**src/rtl/ps2_bitbang_port.sv**
```systemverilog
module ps2_bitbang_port #(
  parameter int FILT = 3
) (
  input  logic       clk,
  input  logic       rst_n,
  input  logic [1:0] bus_addr,
  input  logic       bus_wr,
  input  logic       bus_rd,
  input  logic [3:0] bus_wdata,
  output logic [3:0] bus_rdata,
  input  logic       ps2_clk_in,
  input  logic       ps2_dat_in,
  output logic       ps2_clk_oe,
  output logic       ps2_dat_oe,
  output logic       irq
);
  logic en, tx, lvl_clk, lvl_dat, idle;
  logic [1:0] mask, src, s1, s2, filt;
  logic [FILT-1:0] hist [2];
  logic fall_evt, idle_set, rd_src, wr_ctrl;

  assign wr_ctrl  = bus_wr && bus_addr == 2'd0;
  assign rd_src   = bus_rd && bus_addr == 2'd2;
  assign idle_set = wr_ctrl && tx && !bus_wdata[1];
  assign fall_evt = !en && filt[0] && hist[0] == '0;

  always_ff @(posedge clk) begin
    if (!rst_n) begin
      s1 <= 2'b11;
      s2 <= 2'b11;
      filt <= 2'b11;
      for (int i = 0; i < 2; i++) hist[i] <= '1;
    end else begin
      s1 <= {ps2_dat_in, ps2_clk_in};
      s2 <= s1;
      for (int i = 0; i < 2; i++) begin
        hist[i] <= {hist[i][FILT-2:0], s2[i]};
        if (hist[i] == '0) filt[i] <= 1'b0;
        else if (hist[i] == '1) filt[i] <= 1'b1;
      end
    end
  end

  always_ff @(posedge clk) begin
    if (!rst_n) begin
      en <= 1'b0;
      tx <= 1'b0;
      lvl_clk <= 1'b1;
      lvl_dat <= 1'b1;
      idle <= 1'b1;
      mask <= 2'b00;
      src <= 2'b00;
    end else begin
      if (wr_ctrl) begin
        {lvl_dat, lvl_clk, tx, en} <= bus_wdata;
        if (bus_wdata[1]) idle <= 1'b0;
        else if (tx) idle <= 1'b1;
      end
      if (bus_wr && bus_addr == 2'd3) mask <= bus_wdata[1:0];
      src <= (rd_src ? 2'b00 : src) | {idle_set, fall_evt};
    end
  end

  always_comb begin
    case (bus_addr)
      2'd0: bus_rdata = {lvl_dat, lvl_clk, tx, en};
      2'd1: bus_rdata = {1'b0, idle, filt[1], filt[0]};
      2'd2: bus_rdata = {2'b00, src};
      default: bus_rdata = {2'b00, mask};
    endcase
  end

  assign ps2_clk_oe = !en && !lvl_clk;
  assign ps2_dat_oe = !en && tx && !lvl_dat;
  assign irq = |(src & mask);
endmodule


```
**config.mk**
```make
export PLATFORM = sky130hd
export DESIGN_NAME = ps2_bitbang_port
export DESIGN_NICKNAME = d
export VERILOG_FILES = /design/src/rtl/ps2_bitbang_port.sv
export SDC_FILE = /design/constraint.sdc
export NUM_CORES = 1
export LEC_CHECK = 0
export BUFFER_PORTS_ARGS = -buffer_cell sky130_fd_sc_hd__buf_4
export CORE_MARGIN = 2
export CORE_UTILIZATION = 55
export CTS_CLUSTER_SIZE = 20
export DETAILED_ROUTE_END_ITERATION = 7
export PLACE_DENSITY = 0.86
export RECOVER_POWER = 100
export SETUP_SLACK_MARGIN = 0.02
export SKIP_LAST_GASP = 1
export SLEW_MARGIN = 20
export SYNTH_ARGS = -nofsm -noshare
export SYNTH_HDL_FRONTEND = slang
export SYNTH_SLANG_ARGS = --single-unit
```
**constraint.sdc**
```tcl
create_clock -name clk -period 1.1 [get_ports clk]
set_input_delay 0.055 -clock clk [delete_from_list [all_inputs] [get_ports clk]]
set_output_delay 0.055 -clock clk [all_outputs]
set_load 0.01 [all_outputs]
```
# After elaboration in Yosys (flattened, before gate mapping)
# Memories as Yosys holds them, arrays and structs flattened.
# Index checks and enable logic that the tools add are counted.
op_classes:
  n_eq_ne: 5
  mux: 12
  bitwise_logic: 4
  reduce_logical: 22
op_table:
  columns: ["cell", "n"]
  rows:
  - ["case mux 4 bit (3 select lines)", 1]
  - ["logical AND 1 bit", 10]
  - ["two-way mux 1 bit", 8]
  - ["equality test 3 bit, second input constant", 2]
  - ["zero test 3 bit", 2]
  - ["two-way mux 3 bit", 2]
  - ["nonzero test 2 bit", 3]
  - ["equality test 2 bit, second input constant", 2]
  - ["zero test 1 bit", 4]
  - ["bitwise AND 2 bit", 1]
  - ["equality test 2 x 1 -> 1 bit, second input constant", 1]
  - ["zero test 2 bit", 1]
  - ["two-way mux 2 bit", 1]
  - ["bitwise OR 1 bit", 2]
  - ["bitwise OR 2 bit", 1]
  - ["AND reduction 2 bit", 1]
  - ["OR reduction 2 bit", 1]
word_totals:
  reg_bits: 15
  ram_bits: 6
  input_bits: 12
  output_inout_bits: 7
  wordCells: 55
  mem_count: 1
memory_table:
  columns: ["memory", "depth", "width", "rd", "rd_clocked_by_memory_dff", "write_ports", "line_no", "text"]
  rows:
  - ["hist", 2, 3, 2, 0, 2, "19", "logic [FILT-1:0] hist [2];"]

# Logic depth before layout (Yosys ltp)
# Gate-level depths: netlist (run 1).
logic_depth:
  word_depth: 5
  mapped_depth: 4
  depth_no_buf: 2

# Worst setup path after synthesis (run 1)
# OpenSTA, ideal clock, no wires.
synth_timing:
  path_kind: "reg-to-output"
  start: "register en"
  end: "output port bus_rdata[0]"
  arrival_ps: 799
  path_slack_ps: 246
  path_stages_with_launch: 2
  n_path_buf: 0
  cell_sequence: "dfxtp_1 mux4_2"
synth_between:
  elab_chain_cells: 1
synth_lines:
  columns: ["element", "line_no", "text"]
  rows:
  - ["start, declared", "17", "logic en, tx, lvl_clk, lvl_dat, idle;"]
  - ["start signal, assigned", "55", "{lvl_dat, lvl_clk, tx, en} <= bus_wdata;"]
  - ["case mux 4 bit (3 select lines)", "65", "case (bus_addr)"]
  - ["end, declared", "10", "output logic [3:0] bus_rdata,"]
# No other way between the ends.

# Worst setup path after layout (run 1)
layout_timing:
  start: "register mask[0]"
  end: "output port bus_rdata[0]"
layout_between:
  elab_chain_cells: 1
layout_lines:
  columns: ["element", "line_no", "text"]
  rows:
  - ["start, declared", "18", "logic [1:0] mask, src, s1, s2, filt;"]
  - ["start signal, assigned", "59", "if (bus_wr && bus_addr == 2'd3) mask <= bus_wdata[1:0];"]
  - ["case mux 4 bit (3 select lines)", "65", null]
# No other way between the ends.

==> results of run 1 <==
what timing repair did:
action                                 4_1_cts  5_1_grt
endpoints found under the hold margin        3        0
buffers inserted                             4        0
resized for setup                           10        6
hold buffers                                 3        0
pin swaps                                    1        2
setup endpoints to repair                    4        5
stage by stage:
stage	setup slack, ns	setup TNS, ns
after floorplan	0.2459	0
after global routing	-0.2342	-0.5889
after global placement	0.1233	0
after detailed placement	0.09470	0
after CTS	-0.2112	-0.4837
final	-0.2075	-0.4612
layout make-up:
type | count | area (sq um) | share of cell area
inverter | 2 | 7.507 | 0.006787
timing repair buffer | 25 | 214.0 | 0.1934
clock buffer | 4 | 26.28 | 0.02376
sequential | 21 | 430.4 | 0.3891
multi-input combinational | 52 | 407.9 | 0.3688
tap | 16 | 20.02 | 0.01810
cell families after synthesis:
group / after synthesis / synth area share
compound gates: 12 / 0.09971
buf+inv: 7 / 0.05491
flops: 21 / 0.4855
mux: 7 / 0.1098
simple gates: 33 / 0.2500
flip-flops by register name, summed over array words and instances (netlist names):
name	cells
src	2
filt	2
idle	1
hist	6
tx	1
en	1
s2	2
lvl_clk	1
mask	2
s1	2
lvl_dat	1
final timing paths:
path                                     end  cells after the start  slack, ns         start
worst max-delay path            bus_rdata[0]                      2      -0.21       mask[0]
worst min-delay path                 mask[0]                      3       0.03  bus_wdata[0]
worst max register to register        src[1]                      3       0.22            tx
worst min register to register    hist[0][0]                      1       0.43         s2[0]
critical path, cell delays in order (launching register included):
cell and delay, ns:
dfxtp_2 0.34, mux4_2 0.48, buf_6 0.14
where the power goes:
part	internal (mW)	leakage [nW]	total [mW]	switching [mW]
Clock	0.141	0.0150	0.359	0.218
Sequential	0.782	0.173	0.794	0.0112
Combinational	0.0947	0.259	0.167	0.0719
per-layer routing:
metal | up-vias | track usage
li1 | 329 | -
met1 | 319 | 0.2219
met2 | 35 | 0.3471
met3 | 4 | 0.02500
met4 | 0 | 0.09091
met5 | - | 0
cells in the final DEF, fill, tap and decap left out, types with 2 or more instances in the layout:
| cell | netlist | routed |
|---|---|---|
| a21oi_1 | 2 | 2 |
| a22oi_1 | 2 | 2 |
| buf_4 | 1 | 17 |
| buf_6 | 2 | 5 |
| clkbuf_4 | 0 | 3 |
| dfxtp_1 | 21 | 13 |
| dfxtp_2 | 0 | 8 |
| dlygate4sd3_1 | 0 | 3 |
| mux2i_1 | 5 | 5 |
| mux4_2 | 2 | 2 |
| nand2_1 | 6 | 6 |
| nand2b_1 | 11 | 11 |
| nand4bb_1 | 3 | 3 |
| nor2_1 | 2 | 2 |
| nor2b_1 | 3 | 3 |
| nor3b_1 | 3 | 2 |
| o211ai_1 | 2 | 2 |
| o21ai_0 | 2 | 2 |
==> impl_results.html, run 1 <==
<table>
<tr><th>Metric</th><th>Value</th></tr>
<tr><th colspan="2">Run status</th></tr>
<tr><td>Outcome</td><td>finished, violations left</td></tr>
<tr><td>Failing checks</td><td>negative setup slack</td></tr>
<tr><th colspan="2">Yosys</th></tr>
<tr><td>Cell count after synthesis</td><td>80</td></tr>
<tr><td>Post-synth EDFFs</td><td>0</td></tr>
<tr><td>Area leader, netlist</td><td>dfxtp_1</td></tr>
<tr><td>Synthesized cell area</td><td>865.8 sq um</td></tr>
<tr><td>Library cells used by synthesis</td><td>27</td></tr>
<tr><td>Post-synth top cells</td><td>dfxtp_1, nand2b_1, nand2_1</td></tr>
<tr><td>Cell with the most instances after synthesis</td><td>dfxtp_1</td></tr>
<tr><td>Share of synthesized area occupied by flip-flops and latches</td><td>0.4855</td></tr>
<tr><td>Most used flip-flop cell after synthesis</td><td>dfxtp_1</td></tr>
<tr><td>Synthesis-stage register bit count</td><td>21</td></tr>
<tr><td>Total nets after synthesis</td><td>92</td></tr>
<tr><td>Synthesis Warnings</td><td>0</td></tr>
<tr><td>Mean Syn Cell Area</td><td>~11 sq um</td></tr>
<tr><td>Async set-reset flop share out of synthesis</td><td>0</td></tr>
<tr><td>Cell types occupying the most area after synthesis</td><td>dfxtp_1, nand2b_1, mux2i_1, mux4_2, nand4bb_1</td></tr>
<tr><td>Share of the synthesized area in the top cell type</td><td>0.4855</td></tr>
<tr><th colspan="2">Clock network</th></tr>
<tr><td>Reg clk slew, reported paths</td><td>approximately 0.11 ns</td></tr>
<tr><td>Number of clock sinks</td><td>21</td></tr>
<tr><td>CTS H-Tree Depth</td><td>1</td></tr>
<tr><td>Inserted Clock Buffers</td><td>3</td></tr>
<tr><td>Master cell of the clock root buffer</td><td>clkbuf_4</td></tr>
<tr><td>Worst-skew pair later-pin latency</td><td>~0.3 ns</td></tr>
<tr><td>Number of buffers on the longest clock path</td><td>2</td></tr>
<tr><td>TritonCTS clock tree</td><td>built</td></tr>
<tr><th colspan="2">Global routing</th></tr>
<tr><td>GRT Resource Usage Total</td><td>0.1924</td></tr>
<tr><td>Vias in the first global route</td><td>666</td></tr>
<tr><td>Initial antenna violation count</td><td>0</td></tr>
<tr><td>Total congestion overflow</td><td>0</td></tr>
<tr><td>Maximum number of pins on one net before global-route repair</td><td>29</td></tr>
<tr><td>Global-route wire length before repair</td><td>between 2000 and 3000 um</td></tr>
<tr><th colspan="2">Route</th></tr>
<tr><td>Via total after detailed routing</td><td>687</td></tr>
<tr><td>Post-detailed-route via-to-cell ratio</td><td>5.725</td></tr>
<tr><td>Detail Route met2 WL</td><td>921 um</td></tr>
<tr><td>Total routed wirelength</td><td>~1800 um</td></tr>
<tr><td>Highest layer used for signal routing</td><td>met4</td></tr>
<tr><td>Iter 0 DRT Violations</td><td>22</td></tr>
<tr><td>Residual DRC</td><td>0</td></tr>
<tr><td>Met3 layer wire length in the routed design</td><td>131 um</td></tr>
<tr><td>Wire length on met1</td><td>674 um</td></tr>
<tr><td>Routed len/inst</td><td>14.58 um</td></tr>
<tr><td>Post-DRT Antenna Nets</td><td>0</td></tr>
<tr><td>Count of TritonRoute iterations in the first routing pass</td><td>5</td></tr>
<tr><th colspan="2">Critical path</th></tr>
<tr><td>Biggest fanout along the worst timing path</td><td>2</td></tr>
<tr><td>Type of element capturing the critical path</td><td>output port</td></tr>
<tr><td>Type of element launching the critical path</td><td>flop</td></tr>
<tr><td>Crit Path Class</td><td>flop to output port</td></tr>
<tr><td>Critical path data arrival time</td><td>1.25 ns</td></tr>
<tr><td>Required time of the critical path</td><td>between 1 and 1.5 ns</td></tr>
<tr><th colspan="2">STA</th></tr>
<tr><td>Unrepaired setup endpoints after global routing</td><td>true</td></tr>
<tr><td>Slew @ Worst Pin</td><td>roughly 0.29 ns</td></tr>
<tr><td>Max transition margin</td><td>0.8060</td></tr>
<tr><td>Max Clock Skew</td><td>roughly 0.0047 ns</td></tr>
<tr><td>Max-slew violation total from the final report</td><td>0</td></tr>
<tr><td>Share of the clock period used by the worst path after layout</td><td>1.189</td></tr>
<tr><td>Final count of hold timing violations</td><td>0</td></tr>
<tr><td>Least setup slack across all paths after layout</td><td>-0.2075 ns</td></tr>
<tr><td>Minimum period implied by the final worst setup slack</td><td>around 1.3 ns</td></tr>
<tr><td>Setup-failing EPs final</td><td>4</td></tr>
<tr><td>Maximum achievable frequency</td><td>764.8 MHz</td></tr>
<tr><td>Final hold slack</td><td>around 0.030 ns</td></tr>
<tr><th colspan="2">Finish</th></tr>
<tr><td>Post-layout instance count excluding filler cells</td><td>120</td></tr>
<tr><td>Final standard cell utilization of the core</td><td>0.7429</td></tr>
<tr><td>Number of nets in the layout</td><td>~120</td></tr>
<tr><td>Ratio of cells with drive above 1 in the final layout</td><td>0.3750</td></tr>
<tr><td>Number of fill cells</td><td>107</td></tr>
<tr><td>Layout-stage area growth over the synthesis result</td><td>27.75%</td></tr>
<tr><td>Total inserted antenna cells</td><td>0</td></tr>
<tr><td>Finished layout cell area</td><td>1106 sq um</td></tr>
<tr><th colspan="2">Placement</th></tr>
<tr><td>DPL Wire Length</td><td>1140 um</td></tr>
<tr><td>Post-placement cell area</td><td>roughly 1000 sq um</td></tr>
<tr><td>Dpl cells</td><td>109</td></tr>
<tr><td>RD Place Congestion</td><td>~0.72</td></tr>
<tr><td>Number of input and output port buffers inserted</td><td>18</td></tr>
<tr><th colspan="2">Floorplanning</th></tr>
<tr><td>Starting density of the core</td><td>0.5815</td></tr>
<tr><td># rows</td><td>14</td></tr>
<tr><td>Die outline area</td><td>1908 sq um</td></tr>
<tr><td>Vertical extent of the die</td><td>43.68 um</td></tr>
<tr><td>Core outline area</td><td>1489 sq um</td></tr>
<tr><td>Width of the chip</td><td>approximately 44 um</td></tr>
<tr><td>I/O pin cnt</td><td>19</td></tr>
<tr><th colspan="2">Power and ir drop</th></tr>
<tr><td>Power density over cell area</td><td>about 1200 nW/um^2</td></tr>
<tr><td>Power Total</td><td>between 1 and 1.5 mW</td></tr>
<tr><td>Leak Pwr</td><td>about 0.45 nW</td></tr>
<tr><td>VDD IR-drop max</td><td>0.8297 mV</td></tr>
<tr><th colspan="2">Min path</th></tr>
<tr><td>Worst min-delay path category</td><td>primary input to flop</td></tr>
<tr><th colspan="2">Flow run</th></tr>
<tr><td>Number of max-cap violations</td><td>0</td></tr>
</table>
No activity file was read; power rests on OpenSTA's default activity.
==> inputs of run 2 (changes only) <==
- BUFFER_PORTS_ARGS: -buffer_cell sky130_fd_sc_hd__buf_4 -> -buffer_cell sky130_fd_sc_hd__clkbuf_2
- CTS_CLUSTER_SIZE: 20 -> 30
- MAX_ROUTING_LAYER: unset -> met4
==> run 2 against run 1 <==
  * The run still ends with negative setup slack left
  * Routed wire length grew 3.1%
  * Clock power grew 3%
  * Die area is the same
  * First-iteration DRC count shrank 45%
  * Clock skew shrank 0.0036 ns
  * Sequential share of layout area grew 0.44 points
==> impl_results.html, run 2 (synthesized netlist as in run 1, its figures left out) <==
<table>
<tr><th>Metric</th><th>Value</th></tr>
<tr><th colspan="2">Run status</th></tr>
<tr><td>Outcome</td><td>finished, violations left</td></tr>
<tr><td>Failing checks</td><td>negative setup slack</td></tr>
<tr><th colspan="2">Critical path</th></tr>
<tr><td>Crit Path Class</td><td>flop to output port</td></tr>
<tr><td>Required time of the critical path</td><td>1.04 ns</td></tr>
<tr><td>Length in cells of the worst reg-to-reg path</td><td>3</td></tr>
<tr><td>RR Endpoint</td><td>src[0]</td></tr>
<tr><td>Type of element launching the critical path</td><td>flop</td></tr>
<tr><td>FF-to-FF Start</td><td>en</td></tr>
<tr><td>Type of element capturing the critical path</td><td>output port</td></tr>
<tr><td>Biggest fanout along the worst timing path</td><td>2</td></tr>
<tr><td>Critical path data arrival time</td><td>about 1.3 ns</td></tr>
<tr><td>Worst reg2reg setup slack</td><td>0.20 ns</td></tr>
<tr><th colspan="2">Finish</th></tr>
<tr><td>Most used cells in the layout excluding fill and tap cells</td><td>dfxtp_1, clkbuf_2, nand2b_1</td></tr>
<tr><td>Layout-stage area growth over the synthesis result</td><td>24.86%</td></tr>
<tr><td>Biggest register</td><td>hist</td></tr>
<tr><td>Largest register FFs</td><td>6</td></tr>
<tr><td>Commonest non-fill, non-tap cell in the layout</td><td>dfxtp_1</td></tr>
<tr><td>Total inserted antenna cells</td><td>0</td></tr>
<tr><td>Number of nets in the layout</td><td>roughly 120</td></tr>
<tr><td>Ratio of cells with drive above 1 in the final layout</td><td>0.3455</td></tr>
<tr><th colspan="2">Placement</th></tr>
<tr><td>Number of input and output port buffers inserted</td><td>18</td></tr>
<tr><td>Dpl ws</td><td>0.1094 ns</td></tr>
<tr><td>RD Place Congestion</td><td>0.7916</td></tr>
<tr><td>DPL Wire Length</td><td>1158 um</td></tr>
<tr><th colspan="2">Clock network</th></tr>
<tr><td>Number of clock sinks</td><td>21</td></tr>
<tr><td>Master cell of the clock root buffer</td><td>clkbuf_4</td></tr>
<tr><td>Worst-skew pair later-pin latency</td><td>0.30 ns</td></tr>
<tr><td>TritonCTS clock tree</td><td>built</td></tr>
<tr><td>Reg clk slew, reported paths</td><td>0.11 ns</td></tr>
<tr><td>Number of buffers on the longest clock path</td><td>2</td></tr>
<tr><td>CTS H-Tree Depth</td><td>1</td></tr>
<tr><td>Inserted Clock Buffers</td><td>3</td></tr>
<tr><th colspan="2">Power and ir drop</th></tr>
<tr><td>Part of the total power dissipated in the clock network</td><td>0.280</td></tr>
<tr><td>VDD IR-drop max</td><td>between 0.8 and 0.9 mV</td></tr>
<tr><td>Sequential power share</td><td>0.600</td></tr>
<tr><td>Leak Pwr</td><td>around 0.46 nW</td></tr>
<tr><td>Design internal power</td><td>between 1 and 1.5 mW</td></tr>
<tr><td>Share of total power in combinational logic</td><td>0.121</td></tr>
<tr><td>Power density over cell area</td><td>1222 nW/um^2</td></tr>
<tr><td>Switching fraction of total power</td><td>0.2419</td></tr>
<tr><td>Total net switching power</td><td>approximately 0.32 mW</td></tr>
<tr><th colspan="2">Min path</th></tr>
<tr><td>Worst min-delay path category</td><td>primary input to flop</td></tr>
<tr><td>Launch point of the worst hold path</td><td>bus_wdata[0]</td></tr>
<tr><td>Min-Delay Path Depth</td><td>3</td></tr>
<tr><td>Endpoint, Worst Hold</td><td>en</td></tr>
<tr><th colspan="2">STA</th></tr>
<tr><td>Max transition margin</td><td>0.7867</td></tr>
<tr><td>Least setup slack across all paths after layout</td><td>-0.2079 ns</td></tr>
<tr><td>Final count of hold timing violations</td><td>0</td></tr>
<tr><td>Setup-failing EPs final</td><td>4</td></tr>
<tr><td>Max Clock Skew</td><td>0.001059 ns</td></tr>
<tr><td>Unrepaired setup endpoints after global routing</td><td>true</td></tr>
<tr><td>Maximum achievable frequency</td><td>764.6 MHz</td></tr>
<tr><td>Minimum period implied by the final worst setup slack</td><td>1.308 ns</td></tr>
<tr><td>Share of the clock period used by the worst path after layout</td><td>1.189</td></tr>
<tr><td>Total negative setup slack</td><td>-0.5572 ns</td></tr>
<tr><td>Slew @ Worst Pin</td><td>0.3196 ns</td></tr>
<tr><td>Max-slew violation total from the final report</td><td>0</td></tr>
<tr><th colspan="2">Route</th></tr>
<tr><td>Iter 0 DRT Violations</td><td>12</td></tr>
<tr><td>Total routed wirelength</td><td>1805 um</td></tr>
<tr><td>Via total after detailed routing</td><td>695</td></tr>
<tr><td>Routed len/inst</td><td>14.33 um</td></tr>
<tr><td>Post-DRT Antenna Nets</td><td>0</td></tr>
<tr><td>Post-detailed-route via-to-cell ratio</td><td>between 5 and 6</td></tr>
<tr><td>Count of TritonRoute iterations in the first routing pass</td><td>4</td></tr>
<tr><td>Residual DRC</td><td>0</td></tr>
<tr><th colspan="2">Floorplanning</th></tr>
<tr><td>Width of the chip</td><td>43.68 um</td></tr>
<tr><td>Core outline area</td><td>1489 sq um</td></tr>
<tr><td>I/O pin cnt</td><td>19</td></tr>
<tr><td>Starting density of the core</td><td>0.5815</td></tr>
<tr><td>Vertical extent of the die</td><td>43.68 um</td></tr>
<tr><td># rows</td><td>14</td></tr>
<tr><td>Die outline area</td><td>1908 sq um</td></tr>
<tr><th colspan="2">Global routing</th></tr>
<tr><td>Total congestion overflow</td><td>0</td></tr>
<tr><td>Initial antenna violation count</td><td>0</td></tr>
<tr><td>Maximum number of pins on one net before global-route repair</td><td>16</td></tr>
<tr><td>Global-route wire length before repair</td><td>between 2000 and 3000 um</td></tr>
<tr><td>GRT Resource Usage Total</td><td>0.1961</td></tr>
<tr><td>Vias in the first global route</td><td>608</td></tr>
<tr><th colspan="2">Flow run</th></tr>
<tr><td>Number of max-cap violations</td><td>0</td></tr>
</table>
-- run 2: cell count changes in the layout (fill, tap and decap cells not counted) --
cell / before / now
buf_2: 0 / 3
buf_4: 17 / 8
buf_6: 5 / 1
clkbuf_1: 1 / 3
clkbuf_2: 0 / 13
clkinv_2: 0 / 1
dfxtp_1: 13 / 17
dfxtp_2: 8 / 4
inv_1: 1 / 2
inv_2: 1 / 0
-- run 2: repair_timing --
| action | CTS | global route |
|---|---|---|
| resized for setup | 10 | 6 |
| pin swaps | 2 | 2 |
| endpoints found under the hold margin | 3 | 0 |
| hold buffers | 3 | 0 |
| buffers inserted | 5 | 2 |
| endpoints found under the setup margin | 4 | 5 |
-- run 2: worst max-delay path by stage --
stage | startpoint | end | slack, ns
CTS | mask[0] | bus_rdata[0] | -0.21
finish | mask[1] | bus_rdata[1] | -0.21
global placement | bus_addr[0] | bus_rdata[1] | 0.13
detailed placement | bus_addr[0] | bus_rdata[0] | 0.11
global route | mask[1] | bus_rdata[1] | -0.24
floorplan | en | bus_rdata[0] | 0.25
-- run 2: metal layers --
| metal | share of wire | GRT usage |
|---|---|---|
| met1 | 0.45 | 0.2414 |
| met2 | 0.49 | 0.3265 |
| met3 | 0.038 | 0.02500 |
| met4 | 0.025 | 0.07273 |
| met5 | 0 | - |
-- run 2: final cells by class --
cell class	instances	area (sq um)
fillers	108	407.9
repair buffers	31	192.7
multi-input cells	52	407.9
inverters	2	7.507
well taps	16	20.02
clock buffers	3	22.52
flip-flops and latches	21	425.4
clock inverters	1	5.005
-- run 2: through the flow --
step	power, mW	instance area [sq um]	std cells	hold slack, ns	utilization
floorplan	0.8964	865.8	80	0.1565	-
global placement	0.9401	973.4	114	0.2400	0.6538
detailed placement	0.9461	973.4	114	0.2471	0.6538
CTS	1.323	1091	126	0.005168	0.7328
global route	1.376	1081	126	0.04248	0.7261
finish	1.321	1081	126	0.01640	0.7261
-- run 2: critical path: stages, from the launching register on --
cell and delay, ns:
dfxtp_2 0.34, mux4_2 0.47, buf_6 0.14
-- run 2: power groups by stage --
stage                     logic [mW]  registers [mW]  clock network, mW
after floorplan               0.0897           0.807                  0
after global placement         0.131           0.810                  0
after detailed placement       0.136           0.811                  0
after CTS                      0.156           0.793              0.374
after global routing           0.172           0.795              0.410
final                          0.159           0.792              0.370
